===== config.mk =====
export PLATFORM = sky130hd
export DESIGN_NAME = operand_fwd_unit
export DESIGN_NICKNAME = d
export VERILOG_FILES = /design/src/rtl/fwd_pkg.sv /design/src/rtl/fwd_match.sv /design/src/rtl/fwd_mux.sv /design/src/rtl/operand_fwd_unit.sv
export SDC_FILE = /design/constraint.sdc
export NUM_CORES = 1
export LEC_CHECK = 0
export ABC_CLOCK_PERIOD_IN_PS = 3100
export BUFFER_PORTS_ARGS = -buffer_cell sky130_fd_sc_hd__buf_4
export CAP_MARGIN = 20
export CELL_PAD_IN_SITES_DETAIL_PLACEMENT = 0
export CELL_PAD_IN_SITES_GLOBAL_PLACEMENT = 2
export CORE_MARGIN = 2
export CORE_UTILIZATION = 16
export DETAILED_ROUTE_END_ITERATION = 16
export PLACE_DENSITY = 0.87
export SYNTH_ARGS = -nofsm -noshare
export SYNTH_HDL_FRONTEND = slang
export SYNTH_SLANG_ARGS = --single-unit
export TNS_END_PERCENT = 50

===== constraint.sdc =====
create_clock -name vclk -period 3.1
set_clock_uncertainty 0.05 [all_clocks]
set_input_delay 0.62 -clock vclk [all_inputs]
set_output_delay 0.62 -clock vclk [all_outputs]
set_load 0.05 [all_outputs]

===== src/rtl/fwd_pkg.sv =====
package fwd_pkg;
    typedef enum logic [1:0] {
        FSEL_RF  = 2'b00,
        FSEL_WB  = 2'b01,
        FSEL_MEM = 2'b10
    } fsel_e;
endpackage


===== src/rtl/fwd_match.sv =====
module fwd_match
    import fwd_pkg::*;
#(
    parameter int AW       = 5,
    parameter int ZERO_REG = 31
) (
    input  logic [AW-1:0] src,
    input  logic          exmem_wen,
    input  logic [AW-1:0] exmem_dst,
    input  logic          memwb_wen,
    input  logic [AW-1:0] memwb_dst,
    output logic [1:0]    sel
);
    localparam logic [AW-1:0] ZR = AW'(ZERO_REG);

    typedef struct packed {
        logic  hit_mem;
        logic  hit_wb;
        fsel_e sel;
    } match_t;

    match_t match_d;

    always_comb begin
        match_d.hit_mem = exmem_wen && (exmem_dst != ZR) && (exmem_dst == src);
        match_d.hit_wb  = memwb_wen && (memwb_dst != ZR) && (memwb_dst == src);
        if (match_d.hit_mem)
            match_d.sel = FSEL_MEM;
        else if (match_d.hit_wb)
            match_d.sel = FSEL_WB;
        else
            match_d.sel = FSEL_RF;
    end

    assign sel = match_d.sel;

    always_comb begin
        AST_NO_CODE3: assert (sel != 2'b11);
        AST_ZERO_SRC: assert ((src != ZR) || (sel == 2'b00));
        AST_WEN_GATES: assert (exmem_wen || memwb_wen || (sel == 2'b00));
    end
endmodule


===== src/rtl/fwd_mux.sv =====
module fwd_mux
    import fwd_pkg::*;
#(
    parameter int DW = 32
) (
    input  logic [1:0]    sel,
    input  logic [DW-1:0] rf_val,
    input  logic [DW-1:0] wb_val,
    input  logic [DW-1:0] mem_val,
    output logic [DW-1:0] dout
);
    typedef struct packed {
        logic [DW-1:0] val;
    } mux_t;

    mux_t mux_d;

    always_comb begin
        unique case (sel)
            FSEL_WB:  mux_d.val = wb_val;
            FSEL_MEM: mux_d.val = mem_val;
            default:  mux_d.val = rf_val;
        endcase
    end

    assign dout = mux_d.val;
endmodule


===== src/rtl/operand_fwd_unit.sv =====
module operand_fwd_unit
    import fwd_pkg::*;
#(
    parameter int AW       = 5,
    parameter int DW       = 32,
    parameter int ZERO_REG = 31
) (
    input  logic [AW-1:0] ex_src1,
    input  logic [AW-1:0] ex_src2,
    input  logic          exmem_wen,
    input  logic [AW-1:0] exmem_dst,
    input  logic          memwb_wen,
    input  logic [AW-1:0] memwb_dst,
    input  logic          alu_src,
    input  logic [DW-1:0] rf_data1,
    input  logic [DW-1:0] rf_data2,
    input  logic [DW-1:0] exmem_data,
    input  logic [DW-1:0] memwb_data,
    input  logic [DW-1:0] imm_data,
    output logic [1:0]    fwd_sel1,
    output logic [1:0]    fwd_sel2,
    output logic [DW-1:0] alu_in1,
    output logic [DW-1:0] alu_in2
);
    localparam int NOPS = 2;

    logic [AW-1:0] src_v [NOPS];
    logic [DW-1:0] rf_v  [NOPS];
    logic [1:0]    sel_v [NOPS];
    logic [DW-1:0] fwd_v [NOPS];

    assign src_v[0] = ex_src1;
    assign src_v[1] = ex_src2;
    assign rf_v[0]  = rf_data1;
    assign rf_v[1]  = rf_data2;

    for (genvar i = 0; i < NOPS; i++) begin : g_op
        fwd_match #(.AW(AW), .ZERO_REG(ZERO_REG)) u_match (
            .src       (src_v[i]),
            .exmem_wen (exmem_wen),
            .exmem_dst (exmem_dst),
            .memwb_wen (memwb_wen),
            .memwb_dst (memwb_dst),
            .sel       (sel_v[i])
        );
        fwd_mux #(.DW(DW)) u_mux (
            .sel     (sel_v[i]),
            .rf_val  (rf_v[i]),
            .wb_val  (memwb_data),
            .mem_val (exmem_data),
            .dout    (fwd_v[i])
        );
    end

    typedef struct packed {
        logic [DW-1:0] in1;
        logic [DW-1:0] in2;
    } opnd_t;

    opnd_t opnd_d;

    always_comb begin
        opnd_d.in1 = fwd_v[0];
        opnd_d.in2 = alu_src ? imm_data : fwd_v[1];
    end

    assign fwd_sel1 = sel_v[0];
    assign fwd_sel2 = sel_v[1];
    assign alu_in1  = opnd_d.in1;
    assign alu_in2  = opnd_d.in2;

    always_comb begin
        AST_MEM_DATA1: assert ((fwd_sel1 != 2'b10) || (alu_in1 == exmem_data));
        AST_WB_DATA1: assert ((fwd_sel1 != 2'b01) || (alu_in1 == memwb_data));
        AST_IMM_PASS: assert (!alu_src || (alu_in2 == imm_data));
        AST_FWD2_PASS: assert (alu_src || (fwd_sel2 != 2'b10) || (alu_in2 == exmem_data));
    end
endmodule


==> impl_metrics.ini, run 1 <==
[pwr]
p_int_uw = 406
peakVddDrop_mv = 0.0843
combPwrFrac = 1.000
p_sw_uw = 489
pwr-share-clk = 0
power_density_nw_per_um2 = 182
pwr-share-seq = 0
swShare = 0.546
leakage_nw = 2.33

[clock_network]
cts_hold_buf = 0

[global_route]
met2_usage = 0.289
grtUsageMet1 = 0.172
grt_max_degree = 34
grt-busiest-layer = met2
overflow = 0
met3_usage = 0.0194
grtUsageTotal = 0.147
grt_antenna_before_repair = 0
grt_pass1_vias = 3604
grt_pass1_wl_mm = 18.0

[place]
dpl.cell_count = 751
placed_cell_area_um2 = 4570
place.gp.congestion = 0.811
io_buffers = 251
hpwl_mm = 10.3

[worst_setup_path]
endpoint_kind = primary output
crit_end = alu_in1[19]
cp-start-kind = input pin
crit_arrival_ps = 2450
critical_path.max_fanout = 4
cp.required_ps = 2430
path_class = input pin to primary output
worstSetupStartpoint = ex_src1[4]

[logic_synthesis]
synth_top_area_share = 0.267
yosysTopAreaCell = mux2_2
synthDistinctLibCells = 27
syn_inst = 332
synth.avg_cell_area_um2 = 6.85
synth.area.top_cells = mux2_2 27%, a211oi_1 11%, o31ai_1 11%
ys_seq_area_frac = 0
synth_nets = 515
synthesis.area_um2 = 2270
ys_warn_count = 0

[hold_path]
min_path_type = input pin to primary output

[layout]
stdcell_count = 757
design_area_um2 = 4920
layout-drive-gt1-share = 0.619
fin_nets = 762
seq_cell_count = 0
nClkBuffers = 0
ff_latch_area_um2 = 0
antenna_cells = 0
areaGrowthSynthToFinish_pct = 117

[die]
rows = 43
die_y_um = 123
ioPinCount = 251
core_area_um2 = 13900
start_util = 0.164
fp.dieW_um = 123
die_area_um2 = 15200

[route]
routed_wl_mm = 12.9
num_vias = 3513
drt_first_iter_violations = 92
antenna_left = 0
avgViaCountPerCell = 4.64
routedWlPerCell_um = 17.1
drt_drc_violations_left = 0
drtPass1Iterations = 4

[sta]
worst_slack_ps = -18.6
hold_viol = 0
fmax_mhz = 321
max_slew_margin = 0.706
final_max_slew_viol_count = 0
fin_crit_sh = 1.01
worst_pin_slew_ps = 441
finalCriticalPeriod_ps = 3120
whs_ps = 1550
setup_violations = 10
rsz0062_at_grt = yes

[outcome]
status = finished, violations left
violations = negative setup slack

[flow_run]
drv_cap = 0
-- through the flow --
step | utilization | TNS [ps] | setup WS (ps) | power (mW)
after global routing | 0.355 | -1640 | -70.6 | 0.946
after detailed placement | 0.329 | -1960 | -95.2 | 0.843
final | 0.355 | -81.2 | -18.6 | 0.895
after floorplan | - | -5130 | -347 | 0.476
after global placement | 0.329 | -541 | -42.7 | 0.837
after CTS | 0.339 | -447 | -38.5 | 0.869
-- per-layer routing --
metal	share of wire	vias up
li1	-	1701
met5	0	-
met2	0.52	183
met3	0.088	14
met1	0.38	1615
met4	0.013	0
-- placed cells by master, fill, tap and decap left out --
cell,count
a211oi_1,32
a31oi_1,32
and2_1,1
and3_1,1
buf_12,6
buf_4,234
buf_6,27
buf_8,10
clkbuf_16,1
inv_1,32
inv_2,1
mux2_1,9
mux2_2,38
mux2_4,17
nand2_1,35
nand3_1,3
nand4_1,2
nand4b_1,1
nor2_1,35
nor2_4,1
nor3_1,1
nor3_4,1
nor4_4,2
o21a_1,1
o21ai_0,1
o31ai_1,16
o31ai_2,8
o31ai_4,8
or3_1,1
xnor2_1,8
xnor2_2,2
xor2_1,9
xor2_2,1
-- synthesized netlist by cell type --
| cell type | count |
|---|---|
| mux2_2 | 54 |
| nor2_1 | 36 |
| nand2_1 | 35 |
| a211oi_1 | 32 |
| a31oi_1 | 32 |
| inv_1 | 32 |
| o31ai_1 | 32 |
| clkbuf_1 | 18 |
| mux2_1 | 10 |
| xnor2_1 | 10 |
| xor2_1 | 10 |
| buf_4 | 6 |
| buf_2 | 5 |
| buf_6 | 3 |
| nand3_1 | 3 |
| nand4_1 | 2 |
| nor4_4 | 2 |
| and2_1 | 1 |
| and3_1 | 1 |
| buf_1 | 1 |
| inv_2 | 1 |
| nand4b_1 | 1 |
| nor3_1 | 1 |
| nor3_4 | 1 |
| o21a_1 | 1 |
| o21ai_0 | 1 |
| or3_1 | 1 |
-- power groups by stage --
stage | logic, mW | registers [mW] | clock network, mW
floorplan | 0.476 | 0 | 0
global placement | 0.837 | 0 | 0
detailed placement | 0.843 | 0 | 0
CTS | 0.869 | 0 | 0
global route | 0.946 | 0 | 0
finish | 0.895 | 0 | 0
-- area by class of cell --
cell class / instances / area (um2)
fill: 1440 / 8960
timing repair buffer: 278 / 2360
tap: 180 / 225
multi-input combinational: 266 / 2220
inverter: 33 / 124
-- logic make-up after synthesis --
| logic type | synth area share |
|---|---|
| and+or+nand+nor | 0.170 |
| muxes | 0.317 |
| AOI/OAI and AO/OA | 0.305 |
| xor gates and xnor gates | 0.0770 |
| buffers and inverters | 0.132 |
-- how the worst min path moves through the flow --
stage                        start           to  cells past startpoint
floorplan             imm_data[30]  alu_in2[30]                      2
detailed placement     imm_data[3]   alu_in2[3]                      4
finish              exmem_data[25]  alu_in1[25]                      3
global placement      imm_data[18]  alu_in2[18]                      4
CTS                   imm_data[17]  alu_in2[17]                      4
global route        exmem_data[25]  alu_in1[25]                      3
-- repair_timing --
action	in CTS	in global routing
endpoints found under the setup margin	32	34
buffers inserted	0	4
cloned	0	2
gates resized for setup	34	38
pin swaps	0	0
-- critical path, stage by stage --
cell and delay [ps]:
buf_8 100, xor2_2 170, nand4b_1 230, nor4_4 180
buf_6 160, buf_12 110, clkbuf_16 140, mux2_4 300
mux2_4 280, buf_8 150
(Power assumes the default switching activity.)
==> run 2, diff against run 1 <==
- CELL_PAD_IN_SITES_GLOBAL_PLACEMENT: 2 -> 1
- CORE_UTILIZATION: 16 -> 22
- PLACE_DENSITY: 0.87 -> 0.86
==> impl_metrics.ini, run 2 (synthesis results as in run 1) <==
[layout]
fin_nets = 753
utilization = 0.450
nClkBuffers = 0
areaGrowthSynthToFinish_pct = 102
n_fill_cell = 1018
seq_cell_count = 0
antenna_cells = 0
final_common_cell = buf_4
multiInputGateArea_um2 = 2150
layout-drive-gt1-share = 0.609
ff_latch_area_um2 = 0
mostFrequentLayoutCells = 245 x buf_4, 54 x mux2_2, 35 x nand2_1, 35 x nor2_1

[die]
fp.dieW_um = 106
die_area_um2 = 11200
start_util = 0.223
ioPinCount = 251
die_y_um = 106
core_area_um2 = 10200
rows = 37

[worst_setup_path]
crit_arrival_ps = 2380
path_class = input pin to primary output
cp_slowest_cell = mux2_1
endpoint_kind = primary output
worstSetupStartpoint = ex_src1[4]
critical_path.max_fanout = 15
cp-start-kind = input pin
path_common_cell = buf_4
cp.required_ps = 2430
crit_family = multiplexers
critPathBufInv = 3
path_cells = buf_4, xor2_1, nand4b_1, nor4_4, buf_6, mux2_1, mux2_2, buf_4
cpPeakStageDelay_ps = 350

[route]
drtPass1Iterations = 4
routed_wl_mm = 10.7
avgViaCountPerCell = 4.91
routedWlPerCell_um = 15.2
num_vias = 3456
drt_drc_violations_left = 0
antenna_left = 0
drt_first_iter_violations = 119

[global_route]
overflow = 0
grt_antenna_before_repair = 0
grt_pass1_vias = 3585
grt_pass1_wl_mm = 16.8
grt_max_degree = 34
grtUsageTotal = 0.176

[sta]
fin_crit_sh = 0.984
fmax_mhz = 328
worst_pin_slew_ps = 414
whs_ps = 1550
final_max_slew_viol_count = 0
setup_violations = 0
rsz0062_at_grt = yes
max_slew_margin = 0.722
finalCriticalPeriod_ps = 3050
hold_viol = 0

[hold_path]
min_path_type = input pin to primary output
hold_start = imm_data[21]

[clock_network]
cts_hold_buf = 0
post_cts_buffers = 0

[pwr]
power_density_nw_per_um2 = 184
peakVddDrop_mv = 0.0923
power_uw = 845
leakage_nw = 2.18

[place]
place.gp.congestion = 0.911
hpwl_mm = 8.93
io_buffers = 251

[flow_run]
drv_cap = 0

[outcome]
status = complete, no violations
[run 2: metrics by stage]
step                setup slack [ps]  area, um2  std cells  setup TNS, ps
global placement                31.1       4500        704              0
finish                          49.3       4590        704              0
detailed placement             -11.7       4500        704          -26.6
floorplan                       -347       2420        332          -5130
CTS                            -12.6       4500        704          -29.3
global route                   -19.9       4590        704          -54.6
[run 2: final cells by class]
cell class,instances,share of cell area
inverter,33,0.0270
multi-input combinational,266,0.468
tap,136,0.0371
timing repair buffer,269,0.468
[run 2: power breakdown]
| group | switching, mW | leakage [nW] | total (mW) | internal [mW] |
|---|---|---|---|---|
| Combinational | 0.472 | 2.18 | 0.845 | 0.373 |
| Sequential | 0 | 0 | 0 | 0 |
| Clock | 0 | 0 | 0 | 0 |
[run 2: path summary, 6_finish.rpt]
path | slack (ps) | to | cells after the start
worst max-delay path | 50 | alu_in1[8] | 8
worst min-delay path | 1550 | alu_in2[21] | 4
[run 2: what timing repair did]
| action | CTS | global route |
|---|---|---|
| endpoints found under the hold margin | 0 | 0 |
| gates resized for setup | 0 | 22 |
| endpoints found under the setup margin | 5 | 32 |
[run 2: routing by layer]
metal  vias up  global-route usage  share of wire
met3        10              0.0247          0.077
met4         0              0.0216          0.010
met2       159               0.353           0.53
li1       1686                   -              -
met5         -                   0              0
met1      1601               0.200           0.39
==> run 3, diff against run 2 <==
- CORE_UTILIZATION: 22 -> 21
- RECOVER_POWER: not set -> 50
- SYNTH_HIERARCHICAL: not set -> 1
==> impl_metrics.ini, run 3 <==
[outcome]
status = finished, violations left
violations = negative setup slack

[sta]
rsz0062_at_grt = yes
max_slew_margin = 0.569
setup_violations = 63
fin_tns_setup_ps = -4290
worst_pin_slew_ps = 647
fmax_mhz = 308
fin_crit_sh = 1.05
worst_slack_ps = -147
hold_viol = 0
finalCriticalPeriod_ps = 3250
final_max_slew_viol_count = 0

[layout]
seq_cell_count = 0
mostFrequentLayoutCells = 192 x buf_4, 63 x a22oi_2, 60 x buf_6
nClkBuffers = 0
ff_latch_area_um2 = 0
final_common_cell = buf_4
areaGrowthSynthToFinish_pct = 177
fin_nets = 750
design_area_um2 = 5820
layout-drive-gt1-share = 0.831
antenna_cells = 0

[logic_synthesis]
ys_seq_area_frac = 0
yosysTopAreaCell = a22oi_1
ys_top_cells_by_count = 66 x nand2_1, 64 x a22oi_1, 60 x o21ai_1, 30 x mux2_4, 20 x buf_2
synthDistinctLibCells = 21
synthesis.area_um2 = 2100
synth_nets = 487
ys_warn_count = 6
synth_top_area_share = 0.228
synth.area.top_cells = a22oi_1 23%, mux2_4 21%, o21ai_1 14%
synth.avg_cell_area_um2 = 7.01
yosysMostFrequentCell = nand2_1
syn_inst = 300

[global_route]
grt_pass1_vias = 3459
grt_max_degree = 33
grt_antenna_before_repair = 0
grtUsageTotal = 0.194
overflow = 0
grt_pass1_wl_mm = 17.5

[route]
routed.top_layer = met4
num_vias = 3502
avgViaCountPerCell = 5.05
drtPass1Iterations = 4
drt_drc_violations_left = 0
antenna_left = 0
routed_wl_mm = 13.2
drt_first_iter_violations = 101
routedWlPerCell_um = 19.0
met2_length_mm = 7.22
wl_met1_mm = 5.10
wl_met3_um = 680

[worst_setup_path]
crit_arrival_ps = 2580
path_class = input pin to primary output
endpoint_kind = primary output
critical_path.max_fanout = 18
cp-start-kind = input pin
cp.required_ps = 2430

[clock_network]
cts_hold_buf = 0

[pwr]
pwr-share-clk = 0
p_sw_uw = 497
leakage_nw = 2.49
pwr-share-seq = 0
p_int_uw = 462
power_density_nw_per_um2 = 165
swShare = 0.519
combPwrFrac = 1.000
peakVddDrop_mv = 0.104

[die]
rows = 36
die_area_um2 = 10800
start_util = 0.216
die_y_um = 104
fp.dieW_um = 104
ioPinCount = 251
core_area_um2 = 9730

[flow_run]
drv_cap = 0

[hold_path]
hold_depth = 4
min_path_type = input pin to primary output
hold_start = rf_data1[31]
worstHoldEndpoint = alu_in1[31]

[place]
placed_cell_area_um2 = 4610
io_buffers = 251
hpwl_mm = 8.67
place.gp.congestion = 0.885
## run 3: cell families (layout without fill, tap and decap cells)
group | Yosys count | count (layout) | share of synthesized area
XOR/XNOR | 16 | 16 | 0.0666
AND/OR/NAND/NOR | 80 | 80 | 0.156
AO/OA/AOI/OAI | 134 | 134 | 0.408
multiplexers | 32 | 32 | 0.225
adder cells (fa/ha/maj) | 4 | 4 | 0.0238
buffers and inverters | 34 | 295 | 0.121
## run 3: area by class of cell
class / instances / area [um2]
Tap cell: 133 / 166
Fill cell: 816 / 3910
Inverter: 4 / 15.0
Timing Repair Buffer: 291 / 2850
Multi-Input combinational cell: 266 / 2790
## run 3: worst max-delay path: stages
cell and delay, ps:
buf_4 130, nand2_1 60, a41oi_1 50, o2111a_1 310
nor3_4 230, inv_2 70, ha_4 370, buf_12 180
o21ai_1 110, mux2_4 290, buf_8 150
## run 3: timing repair
item,in CTS,in global routing
resized for setup,78,139
gates cloned,3,6
pin swaps,3,19
setup endpoints to repair,64,64
hold endpoints to repair,0,0
setup buffers,0,10
## run 3: stage by stage
stage	power (mW)	util	setup slack (ps)	std cells	hold WS [ps]
global route	0.999	0.599	-240	694	1530
CTS	0.862	0.515	-199	679	1540
detailed placement	0.799	0.473	-278	676	1550
global placement	0.790	0.473	-223	676	1560
finish	0.959	0.599	-147	694	1520
floorplan	0.481	-	-317	300	1340
## run 3: worst max path at each step
stage,slack (ps),cells after the start,endpoint,start
detailed placement,-280,11,alu_in2[18],ex_src2[1]
CTS,-200,11,alu_in1[27],ex_src1[1]
global route,-240,11,alu_in2[11],ex_src2[1]
floorplan,-320,10,alu_in2[10],exmem_dst[3]
finish,-150,11,alu_in2[11],exmem_dst[4]
global placement,-220,11,alu_in2[11],ex_src2[1]
## run 3: per-layer routing
layer	global-route usage	up-vias
li1	-	1655
met1	0.217	1685
met2	0.388	146
met3	0.0326	16
met4	0.0232	0
met5	0	-
## run 3: power by group through the flow
stage / Sequential (mW) / Clock, mW / Combinational (mW)
5_1_grt: 0 / 0 / 0.999
4_1_cts: 0 / 0 / 0.862
3_5_place_dp: 0 / 0 / 0.799
6_report: 0 / 0 / 0.959
2_1_floorplan: 0 / 0 / 0.481
3_3_place_gp: 0 / 0 / 0.790
